==> src/rtl/bt_pkg.sv <==
package bt_pkg;
  typedef enum logic [2:0] {
    MODE_REL    = 3'd0,
    MODE_ABS11  = 3'd1,
    MODE_ABS16  = 3'd2,
    MODE_ABS24  = 3'd3,
    MODE_WREG   = 3'd4,
    MODE_ACCPTR = 3'd5,
    MODE_SEQ6   = 3'd6,
    MODE_SEQ7   = 3'd7
  } br_mode_e;
endpackage

==> src/rtl/bt_rel_adder.sv <==
module bt_rel_adder #(
  parameter int ADDR_W = 24,
  parameter int OFS_W  = 8
) (
  input  logic [ADDR_W-1:0] base,
  input  logic [OFS_W-1:0]  ofs,
  output logic [ADDR_W-1:0] sum
);
  localparam int EXT_W = ADDR_W - OFS_W;
  logic [ADDR_W-1:0] ofs_ext;
  always_comb begin
    ofs_ext = {{EXT_W{ofs[OFS_W-1]}}, ofs};
    sum     = base + ofs_ext;
  end
endmodule

==> src/rtl/bt_splice.sv <==
module bt_splice #(
  parameter int ADDR_W = 24,
  parameter int LOW_W  = 11
) (
  input  logic [ADDR_W-1:0] upper_src,
  input  logic [LOW_W-1:0]  low_bits,
  output logic [ADDR_W-1:0] merged
);
  generate
    if (LOW_W >= ADDR_W) begin : g_full
      assign merged = low_bits[ADDR_W-1:0];
    end else begin : g_part
      assign merged = {upper_src[ADDR_W-1:LOW_W], low_bits};
    end
  endgenerate
endmodule

==> src/rtl/bt_page_adder.sv <==
module bt_page_adder #(
  parameter int MID_W = 16,
  parameter int ACC_W = 8
) (
  input  logic [MID_W-1:0] ptr,
  input  logic [ACC_W-1:0] acc,
  output logic [MID_W-1:0] sum
);
  localparam int PAD_W = MID_W - ACC_W;
  always_comb sum = ptr + {{PAD_W{1'b0}}, acc};
endmodule

==> src/rtl/bt_pc_unit.sv <==
module bt_pc_unit #(
  parameter int          ADDR_W    = 24,
  parameter int          OFS_W     = 8,
  parameter int          SHORT_W   = 11,
  parameter int          MID_W     = 16,
  parameter int          ACC_W     = 8,
  parameter logic [23:0] RESET_PC  = 24'hFF0000,
  parameter logic [7:0]  HIGH_PAGE = 8'hFF
) (
  input  logic              clk,
  input  logic              rst,
  input  logic              adv_en,
  input  logic              take,
  input  logic [2:0]        mode,
  input  logic [ADDR_W-1:0] next_pc,
  input  logic [OFS_W-1:0]  rel_ofs,
  input  logic [ADDR_W-1:0] imm_tgt,
  input  logic [MID_W-1:0]  wreg,
  input  logic [ACC_W-1:0]  acc,
  input  logic [MID_W-1:0]  dptr,
  output logic [ADDR_W-1:0] tgt_addr,
  output logic [ADDR_W-1:0] pc_q
);
  import bt_pkg::*;
  localparam int PAGE_W = ADDR_W - MID_W;
  localparam logic [ADDR_W-1:0] PAGE_BASE = {PAGE_W'(HIGH_PAGE), MID_W'(0)};

  logic [ADDR_W-1:0] t_rel, t_abs11, t_abs16, t_wreg, t_accptr;
  logic [MID_W-1:0]  ptr_sum;

  bt_rel_adder #(.ADDR_W(ADDR_W), .OFS_W(OFS_W)) u_rel (
    .base(next_pc), .ofs(rel_ofs), .sum(t_rel));

  bt_splice #(.ADDR_W(ADDR_W), .LOW_W(SHORT_W)) u_abs11 (
    .upper_src(next_pc), .low_bits(imm_tgt[SHORT_W-1:0]), .merged(t_abs11));

  bt_splice #(.ADDR_W(ADDR_W), .LOW_W(MID_W)) u_abs16 (
    .upper_src(next_pc), .low_bits(imm_tgt[MID_W-1:0]), .merged(t_abs16));

  bt_splice #(.ADDR_W(ADDR_W), .LOW_W(MID_W)) u_wreg (
    .upper_src(next_pc), .low_bits(wreg), .merged(t_wreg));

  bt_page_adder #(.MID_W(MID_W), .ACC_W(ACC_W)) u_padd (
    .ptr(dptr), .acc(acc), .sum(ptr_sum));

  bt_splice #(.ADDR_W(ADDR_W), .LOW_W(MID_W)) u_accptr (
    .upper_src(PAGE_BASE), .low_bits(ptr_sum), .merged(t_accptr));

  always_comb begin
    case (br_mode_e'(mode))
      MODE_REL:    tgt_addr = t_rel;
      MODE_ABS11:  tgt_addr = t_abs11;
      MODE_ABS16:  tgt_addr = t_abs16;
      MODE_ABS24:  tgt_addr = imm_tgt;
      MODE_WREG:   tgt_addr = t_wreg;
      MODE_ACCPTR: tgt_addr = t_accptr;
      default:     tgt_addr = next_pc;
    endcase
  end

  always_ff @(posedge clk) begin
    if (rst)
      pc_q <= RESET_PC[ADDR_W-1:0];
    else if (adv_en)
      pc_q <= take ? tgt_addr : next_pc;
  end
endmodule

==> config.mk <==
export PLATFORM = sky130hd
export DESIGN_NAME = bt_pc_unit
export DESIGN_NICKNAME = d
export VERILOG_FILES = /design/src/rtl/bt_pkg.sv /design/src/rtl/bt_rel_adder.sv /design/src/rtl/bt_splice.sv /design/src/rtl/bt_page_adder.sv /design/src/rtl/bt_pc_unit.sv
export SDC_FILE = /design/constraint.sdc
export NUM_CORES = 1
export LEC_CHECK = 0
export BUFFER_PORTS_ARGS = -buffer_cell sky130_fd_sc_hd__buf_4
export CAP_MARGIN = 20
export CELL_PAD_IN_SITES_DETAIL_PLACEMENT = 1
export CELL_PAD_IN_SITES_GLOBAL_PLACEMENT = 1
export CORE_MARGIN = 10
export CORE_UTILIZATION = 37
export DETAILED_ROUTE_END_ITERATION = 12
export PLACE_DENSITY = 0.85
export SYNTH_ARGS = -nofsm -noshare
export SYNTH_HDL_FRONTEND = slang
export SYNTH_SLANG_ARGS = --single-unit
==> constraint.sdc <==
create_clock -name clk -period 6.8 [get_ports clk]
set_input_delay 1.36 -clock clk [delete_from_list [all_inputs] [get_ports clk]]
set_output_delay 1.36 -clock clk [all_outputs]
set_load 0.005 [all_outputs]
==> results.yml, run 1 <==
min_path:
  min_path_cells: 1
  hp-class: "register to register"
timing:
  setup_viol_count_final: 0
  fin_ws_ns: 1.43
  worst_pin_slew_ns: 1.02
  finalMaxSlewViolations: 0
  hold_viol: 0
  max-slew-margin-rel_pct: 32.0
  rsz0062_at_grt: "false"
  fin_crit_sh_pct: 79.0
  tns_ns: 0
  fin_skew_ns: 0
  layout_min_cycle_time_ns: 5.37
  fmax_mhz: 186
power_and_ir_drop:
  p_leak_nw: 2.21
  power_density_nw_per_um2: 134
  irDropWorstVdd_uv: 62.0
clock_network:
  cts_max_path_buffers: 2
  cts-resized-gates: 0
  ctsHtreeMaxLevel: 1
  cts.clk_slew.worst_paths_ns: 0.12
  post_cts_buffers: 0
  clk_latency_ns: 0.28
  cts_buffers: 3
  numClockSinks: 24
  tritoncts: "built"
  root_buffer: "clkbuf_8"
  ctsHoldBuffers: 0
finish:
  largest_register_ff_count: 24
  area_growth_pct: 31.4
  final_nets: 781
  top_register: "pc_q"
  diodes: 0
  drive_gt1_share_pct: 27.3
  largestRegisters: "pc_q: 24 flops"
setup_path:
  worstPathMaxFanout: 3
  r2r_slack_ns: 5.97
  endpoint: "tgt_addr[12]"
  end_kind: "primary output"
  start_kind: "primary input"
  regToRegStartpoint: "pc_q[12]$_SDFFE_PP0P_"
  crit_type: "primary input to primary output"
  crit_arrival_ns: 4.01
  worstPathRequired_ns: 5.44
  r2r_cells: 3
  crit_path_start: "next_pc[0]"
  worstReg2RegEnd: "pc_q[12]$_SDFFE_PP0P_"
die:
  die_y_um: 121
  die_w_um: 121
  ios: 151
  core_area_sq_um: 9820
  rows: 36
  start_util_pct: 38.1
  dieArea_sq_um: 14500
logic_synthesis:
  synth_edf_count: 0
  synth_xor_area_share_pct: 6.80
  synth_area_sq_um: 3740
  synthFlopType: "dfxtp_1"
  synth_area_leaders: "dfxtp_1 (13%), ha_1 (10%), a21oi_1 (6.2%), o21ai_0 (5.5%), nand2_1 (4.8%)"
  synth_most_common_cell: "nand2_1"
  synthSimpleGateAreaFrac_pct: 21.2
  avgSynthCellArea_sq_um: 7.24
  synth_cell_types: 73
  syn_nets: 652
  synth_top_family_by_area: "compound AO/OA/AOI/OAI gates"
  synth_commonest_cells: "nand2_1 (48), a21oi_1 (46), nor2_1 (41), o21ai_0 (41), ha_1 (31)"
  seq_area_frac_synth_pct: 12.9
  synth_compound_area_share_pct: 37.4
  ys_seq_elements: 24
  netlist.top_cell.by_area: "dfxtp_1"
  synthCells: 516
  synthAdderAreaFrac_pct: 12.0
  synthMuxAreaShare_pct: 2.98
  async_reset_ff_share_pct: 0
  ys_warn_count: 0
  synthDominantCellAreaShare_pct: 12.9
routing:
  routed_wl_mm: 17.5
  routed-via-count: 4697
  drt_iter0_drc: 395
  detail_route.wl_per_cell_um: 22.5
  antenna_left: 0
  avgViaCountPerCell: 6.05
  first_pass_iters: 4
  drc_errors: 0
placed_design:
  io_buffers: 150
  place_ws_ns: 1.49
  hpwlAfterDp_mm: 13.8
  globalplace.congestion: 0.904
global_route:
  grt_max_degree: 40
  track_usage_pct: 23.0
  globalRouteOverflowTotal: 0
  grt_pass1_wl_mm: 27.5
  grt_pass1_vias: 5073
  grt_antenna_before_repair: 0
flow_run:
  drv_cap: 0
outcome:
  outcome: "finished clean"
## where the power goes
part | switching (mW) | internal, mW
combinational | 0.208 | 0.178
sequential | 0.00649 | 0.152
clock | 0.0627 | 0.0521
total | 0.277 | 0.383
## placed cells by master, fill, tap and decap left out, types with 4 or more instances in the layout
cell type  netlist  final
a211o_1          4      4
a211oi_1        12     12
a21o_1           9      9
a21oi_1         46     46
a221oi_1         7      7
a2bb2oi_1        4      4
a31oi_1          7      7
and3_1           7      7
buf_4            0    153
clkbuf_8         4      4
dfxtp_1         24     24
ha_1            31     31
inv_1           15     15
mux2i_1         10     10
nand2_1         48     48
nand3_1         22     22
nor2_1          41     41
nor2b_1          7      7
nor3_1          11     11
o211ai_1         9      9
o21a_1           9      9
o21ai_0         41     41
o22ai_1         11     11
o31ai_1          4      4
or3_1            8      8
xnor2_1         17     17
xor2_1          12     12
## metrics by stage
stage | instances | hold WS [ns] | utilization (%) | power (mW) | instance area [sq um]
4_1_cts | 777 | 0.500 | 50.0 | 0.657 | 4910
5_1_grt | 777 | 0.534 | 50.0 | 0.701 | 4910
2_1_floorplan | 516 | 0.463 | - | 0.380 | 3740
3_3_place_gp | 773 | 0.461 | 49.5 | 0.530 | 4860
3_5_place_dp | 773 | 0.475 | 49.5 | 0.543 | 4860
6_report | 777 | 0.495 | 50.0 | 0.660 | 4910
## kinds of logic after synthesis
logic type / count (synthesis)
DFF: 24
AOI/OAI and AO/OA: 207
muxes: 11
and+or+nand+nor: 166
buffers and inverters: 44
adders and majority gates: 35
xor gates and xnor gates: 29
## critical path, stage by stage
cell and delay, ns:
buf_4 0.12, ha_1 0.22, fa_1 0.44, a211oi_1 0.38, o31a_1 0.26, o21ai_2 0.10
o21ai_0 0.16, o21ai_0 0.16, xor2_1 0.16, a221oi_1 0.39, nor2_1 0.10, buf_4 0.15
## worst min-delay path by stage
stage | start | to | slack [ns]
2_1_floorplan | pc_q[16]$_SDFFE_PP1P_ | pc_q[16]$_SDFFE_PP1P_ | 0.46
3_3_place_gp | pc_q[16]$_SDFFE_PP1P_ | pc_q[16]$_SDFFE_PP1P_ | 0.46
3_5_place_dp | pc_q[16]$_SDFFE_PP1P_ | pc_q[16]$_SDFFE_PP1P_ | 0.47
4_1_cts | pc_q[16]$_SDFFE_PP1P_ | pc_q[16]$_SDFFE_PP1P_ | 0.50
5_1_grt | pc_q[17]$_SDFFE_PP1P_ | pc_q[17]$_SDFFE_PP1P_ | 0.53
6_report | pc_q[16]$_SDFFE_PP1P_ | pc_q[16]$_SDFFE_PP1P_ | 0.49
## metal layers
layer / track usage, % / up-vias / wire, um
li1: - / 2221 / -
met1: 27.0 / 2261 / 6950
met2: 41.0 / 201 / 8640
met3: 5.68 / 14 / 1740
met4: 5.28 / 0 / 190
met5: 0 / - / 0
## layout make-up
cell class | instances | area [sq um]
clock buffer | 4 | 55.1
fill | 1329 | 4910
inverter | 15 | 56.3
multi-input combinational | 448 | 3010
sequential | 24 | 480
tap | 133 | 166
timing repair buffer | 153 | 1150
Power figures use the tool's default switching activity.
==> inputs of run 2 (changes only) <==
- ABC_AREA: not set -> 1
- CORE_UTILIZATION: 37 -> 33
- PLACE_DENSITY: 0.85 -> 0.81
- clock period: 6.8 -> 5.4 ns (I/O delays scaled with it)
==> results.yml, run 2 <==
clock_network:
  cts-resized-gates: 0
  cts.clk_slew.worst_paths_ns: 0.06
  ctsHtreeMaxLevel: 1
  cts_buffers: 3
  cts_max_path_buffers: 2
  tritoncts: "built"
  ctsHoldBuffers: 0
  clk_latency_ns: 0.25
  post_cts_buffers: 0
  numClockSinks: 24
  root_buffer: "clkbuf_16"
power_and_ir_drop:
  internal-power_mw: 0.511
  switchingPower_mw: 0.358
  power_density_nw_per_um2: 158
  p_seq_share_pct: 22.8
  p_leak_nw: 3.10
  swShare_pct: 41.2
  irDropWorstVdd_uv: 106
  power_mw: 0.869
  power_frac_comb_pct: 57.5
  p_clk_share_pct: 19.7
timing:
  rsz0062_at_grt: "false"
  fmax_mhz: 242
  max-slew-margin-rel_pct: 44.1
  fin_skew_ns: 0
  worst_pin_slew_ns: 0.837
  tns_ns: 0
  layout_min_cycle_time_ns: 4.13
  hold_viol: 0
  setup_viol_count_final: 0
  fin_ws_ns: 1.27
  fin_crit_sh_pct: 76.6
  finalMaxSlewViolations: 0
logic_synthesis:
  ys_warn_count: 0
  synth_area_leaders: "nand2_1 (25%), dfxtp_1 (12%), inv_1 (11%), a21oi_1 (9.3%), ha_1 (9.3%)"
  synthDominantCellAreaShare_pct: 24.8
  synthCells: 786
  avgSynthCellArea_sq_um: 5.31
  synth_edf_count: 0
  synth_cell_types: 44
  ys_seq_elements: 24
  synth_commonest_cells: "nand2_1 (276), inv_1 (121), a21oi_1 (78)"
  synth_area_sq_um: 4180
  async_reset_ff_share_pct: 0
  synth_most_common_cell: "nand2_1"
  synthFlopType: "dfxtp_1"
  syn_nets: 922
  netlist.top_cell.by_area: "nand2_1"
  seq_area_frac_synth_pct: 11.5
finish:
  area_growth_pct: 31.9
  largestRegisters: "pc_q: 24 flops"
  largest_register_ff_count: 24
  top_register: "pc_q"
  final_cell_mix: "nand2_1 (276), buf_4 (151), inv_1 (121)"
  nFillCells: 1821
  diodes: 0
  final_nets: 1057
  regArea_sq_um: 480
  mostFrequentLayoutCell: "nand2_1"
  drive_gt1_share_pct: 20.9
  multi_input_area_sq_um: 3090
placed_design:
  place_ws_ns: 1.28
  globalplace.congestion: 0.897
  io_buffers: 150
  hpwlAfterDp_mm: 15.8
routing:
  detail_route.wl_per_cell_um: 16.7
  routed-via-count: 5414
  drt_iter0_drc: 289
  drc_errors: 0
  avgViaCountPerCell: 4.96
  antenna_left: 0
  first_pass_iters: 4
  routed_wl_mm: 18.2
outcome:
  outcome: "finished clean"
global_route:
  grt_pass1_wl_mm: 29.1
  track_usage_pct: 19.9
  grt_max_degree: 30
  grt_pass1_vias: 5655
  grt_antenna_before_repair: 0
  globalRouteOverflowTotal: 0
setup_path:
  cp_slowest_stage_delay_ns: 0.54
  crit_type: "primary input to primary output"
  start_kind: "primary input"
  crit_slowest_cell: "nand2_1"
  r2r_slack_ns: 4.73
  worstPathMaxFanout: 20
  worstPathRequired_ns: 4.32
  crit_arrival_ns: 3.05
  cp_cell_sequence: "buf_4 > nand2_1 > inv_1 > a221oi_1 > nand2_1 > nand2_1 > inv_1 > buf_4"
  crit_path_frequent_cell: "nand2_1"
  end_kind: "primary output"
flow_run:
  drv_cap: 0
die:
  die_w_um: 132
  core_area_sq_um: 12500
  rows: 41
  dieArea_sq_um: 17600
  start_util_pct: 33.4
  ios: 151
  die_y_um: 132
min_path:
  hp-class: "register to register"
==> run 2: cell count changes after synthesis, moves of 11 or more <==
cell,delta
xnor2_1,-16
a21oi_1,+32
a211oi_1,-12
inv_2,+11
nand2_1,+228
inv_1,+106
xor2_1,-11
o21ai_0,-27
o21ai_1,+11
nand3_1,+47
==> run 2: through the flow <==
| step | util, % | std cells | hold slack (ns) | area, sq um |
|---|---|---|---|---|
| after floorplan | - | 786 | 0.457 | 4180 |
| after global placement | 43.3 | 1088 | 0.451 | 5420 |
| after detailed placement | 43.3 | 1088 | 0.456 | 5420 |
| after CTS | 44.0 | 1092 | 0.467 | 5510 |
| after global routing | 44.0 | 1092 | 0.486 | 5510 |
| final | 44.0 | 1092 | 0.465 | 5510 |
==> run 2: cell type report <==
cell class | count | area share [%]
Inverter | 132 | 9.00
Sequential cell | 24 | 8.73
Timing Repair Buffer | 151 | 20.6
Multi-Input combinational cell | 609 | 56.2
Tap cell | 172 | 3.91
Clock buffer | 4 | 1.61
==> run 2: worst max-delay path, delay by kind of cell <==
family	cells	cell delay, ns
buf+inv	4	0.85
compound gates	1	0.38
simple gates	3	0.74
==> run 2: cell families (layout without fill, tap and decap cells) <==
| kind of cell | after synthesis | in the layout | share of synthesized area, % |
|---|---|---|---|
| AND/OR/NAND/NOR | 443 | 443 | 45.8 |
| adder cells (fa/ha/maj) | 33 | 33 | 10.2 |
| flip-flops | 24 | 24 | 11.5 |
| XOR/XNOR | 2 | 2 | 0.420 |
| buffers and inverters | 153 | 287 | 14.4 |
| AO/OA/AOI/OAI | 131 | 131 | 17.6 |
==> run 2: power by group through the flow <==
| stage | Clock [mW] | Combinational (mW) | Sequential (mW) |
|---|---|---|---|
| 2_1_floorplan | 0 | 0.282 | 0.202 |
| 3_3_place_gp | 0 | 0.489 | 0.201 |
| 3_5_place_dp | 0 | 0.497 | 0.201 |
| 4_1_cts | 0.174 | 0.500 | 0.198 |
| 5_1_grt | 0.184 | 0.562 | 0.199 |
| 6_report | 0.171 | 0.499 | 0.198 |
==> run 2: metal layers <==
metal / part of all wire (%) / vias up / track usage (%)
li1: - / 2786 / -
met3: 4.4 / 12 / 1.70
met2: 47 / 108 / 34.3
met4: 0.90 / 0 / 2.02
met1: 47 / 2508 / 26.9
met5: 0 / - / 0
==> run 2: path summary, 6_finish.rpt <==
path	start	endpoint	cells after the start
worst max register to register	pc_q[13]$_SDFFE_PP0P_	pc_q[13]$_SDFFE_PP0P_	2
worst min register to register	pc_q[11]$_SDFFE_PP0P_	pc_q[11]$_SDFFE_PP0P_	2
worst max-delay path	mode[2]	tgt_addr[22]	8
worst min-delay path	pc_q[11]$_SDFFE_PP0P_	pc_q[11]$_SDFFE_PP0P_	2
==> inputs of run 3 (changes only) <==
- ABC_AREA: 1 -> 0
- CORE_UTILIZATION: 33 -> 35
- clock period: 5.4 -> 4.3 ns (I/O delays scaled with it)
==> results.yml, run 3 (same netlist as run 1, synthesis figures left out) <==
outcome:
  outcome: "finished clean"
global_route:
  grt_pass1_vias: 5035
  globalRouteOverflowTotal: 0
  grt_max_degree: 38
  track_usage_pct: 22.0
  grt_antenna_before_repair: 0
  grt_pass1_wl_mm: 27.1
finish:
  largestRegisters: "pc_q: 24 flops"
  mostFrequentLayoutCell: "buf_4"
  final_core_util_pct: 48.4
  diodes: 0
  top_register: "pc_q"
  final_nets: 793
  largest_register_ff_count: 24
  drive_gt1_share_pct: 29.1
  area_growth_pct: 34.4
  final_cell_mix: "buf_4 (165), nand2_1 (48), a21oi_1 (46)"
die:
  core_area_sq_um: 10400
  rows: 37
  dieArea_sq_um: 15200
  start_util_pct: 36.0
  ios: 151
  die_w_um: 123
  die_y_um: 123
clock_network:
  cts_max_path_buffers: 2
  post_cts_buffers: 0
  cts.clk_slew.worst_paths_ns: 0.10
  numClockSinks: 24
  ctsHtreeMaxLevel: 1
  cts_buffers: 3
  tritoncts: "built"
  cts-resized-gates: 0
  ctsHoldBuffers: 0
  root_buffer: "clkbuf_8"
  clk_latency_ns: 0.28
routing:
  avgViaCountPerCell: 6.00
  wl_met2_mm: 8.83
  routed_wl_mm: 17.6
  drt_iter0_drc: 271
  drc_errors: 0
  first_pass_iters: 5
  met3_length_mm: 1.18
  drt-met1-wl_mm: 7.22
  detail_route.wl_per_cell_um: 22.2
  routed.top_layer: "met4"
  antenna_left: 0
  routed-via-count: 4749
placed_design:
  io_buffers: 150
  globalplace.congestion: 0.884
  hpwlAfterDp_mm: 14.3
min_path:
  hp-class: "register to register"
timing:
  fmax_mhz: 241
  fin_skew_ns: 0
  finalMaxSlewViolations: 0
  layout_min_cycle_time_ns: 4.15
  fin_crit_sh_pct: 96.6
  hold_viol: 0
  worst_pin_slew_ns: 0.575
  setup_viol_count_final: 0
  max-slew-margin-rel_pct: 60.7
power_and_ir_drop:
  irDropWorstVdd_uv: 102
  p_leak_nw: 2.28
  power_density_nw_per_um2: 209
  power_mw: 1.05
setup_path:
  endpoint: "tgt_addr[23]"
  crit_buf_inv: 2
  worstReg2RegEnd: "pc_q[12]$_SDFFE_PP0P_"
  crit_arrival_ns: 3.29
  crit_slowest_cell: "ha_1"
  regToRegStartpoint: "pc_q[12]$_SDFFE_PP0P_"
  crit_path_frequent_cell: "buf_4"
  crit_cells: 11
  cp_cell_sequence: "buf_4 > ha_1 > a21oi_1 > o21ai_1 > and3_2 > nor3_2 > o21bai_2 > a211oi_2 > mux2i_1 > nand2_1 > buf_4"
  r2r_cells: 3
  cp_slowest_stage_delay_ns: 0.38
  r2r_slack_ns: 3.51
  crit_path_start: "rel_ofs[7]"
  start_kind: "primary input"
  worstPathRequired_ns: 3.44
  end_kind: "primary output"
  worstPathMaxFanout: 17
  crit_type: "primary input to primary output"
  cp_top_family: "compound AO/OA/AOI/OAI gates"
flow_run:
  drv_cap: 0
-- run 3: worst reg2reg max path, delay by kind of cell, from the launching register on --
| family | cells | cell delay, ns |
|---|---|---|
| DFF | 1 | 0.36 |
| AOI/OAI and AO/OA | 2 | 0.29 |
| and+or+nand+nor | 1 | 0.08 |
-- run 3: final cells by class --
class / count / area [sq um]
well taps: 136 / 170
multi-input cells: 448 / 3020
fillers: 1347 / 5350
repair buffers: 165 / 1240
inverters: 15 / 56.3
clock buffers: 4 / 55.1
flip-flops and latches: 24 / 480
-- run 3: power breakdown --
group | switching, mW | internal [mW] | leakage, nW
sequential | 0.0110 | 0.241 | 0.199
combinational | 0.332 | 0.292 | 2.05
clock | 0.0920 | 0.0823 | 0.0288
total | 0.435 | 0.615 | 2.28
-- run 3: metal layers --
layer | track usage, % | vias up
li1 | - | 2240
met1 | 26.1 | 2302
met2 | 39.7 | 185
met3 | 4.10 | 22
met4 | 5.60 | 0
met5 | 0 | -
-- run 3: how the worst min path moves through the flow --
| stage | from | end | slack (ns) | cells after the start |
|---|---|---|---|---|
| after CTS | pc_q[16]$_SDFFE_PP1P_ | pc_q[16]$_SDFFE_PP1P_ | 0.50 | 1 |
| after global placement | pc_q[16]$_SDFFE_PP1P_ | pc_q[16]$_SDFFE_PP1P_ | 0.46 | 1 |
| after global routing | pc_q[0]$_SDFFE_PP0P_ | pc_q[0]$_SDFFE_PP0P_ | 0.52 | 2 |
| final | pc_q[16]$_SDFFE_PP1P_ | pc_q[16]$_SDFFE_PP1P_ | 0.50 | 1 |
| after detailed placement | pc_q[16]$_SDFFE_PP1P_ | pc_q[16]$_SDFFE_PP1P_ | 0.47 | 1 |
| after floorplan | pc_q[16]$_SDFFE_PP1P_ | pc_q[16]$_SDFFE_PP1P_ | 0.46 | 1 |
-- run 3: metrics by stage --
step	instances	setup TNS [ns]	hold WS [ns]	cell area [sq um]	setup slack [ns]
2_1_floorplan	516	0	0.463	3740	0.576
3_3_place_gp	788	0	0.460	4950	0.106
3_5_place_dp	788	0	0.471	4950	0.104
4_1_cts	792	0	0.501	5010	0.0772
5_1_grt	792	-0.0224	0.523	5020	-0.0224
6_report	792	0	0.504	5020	0.147
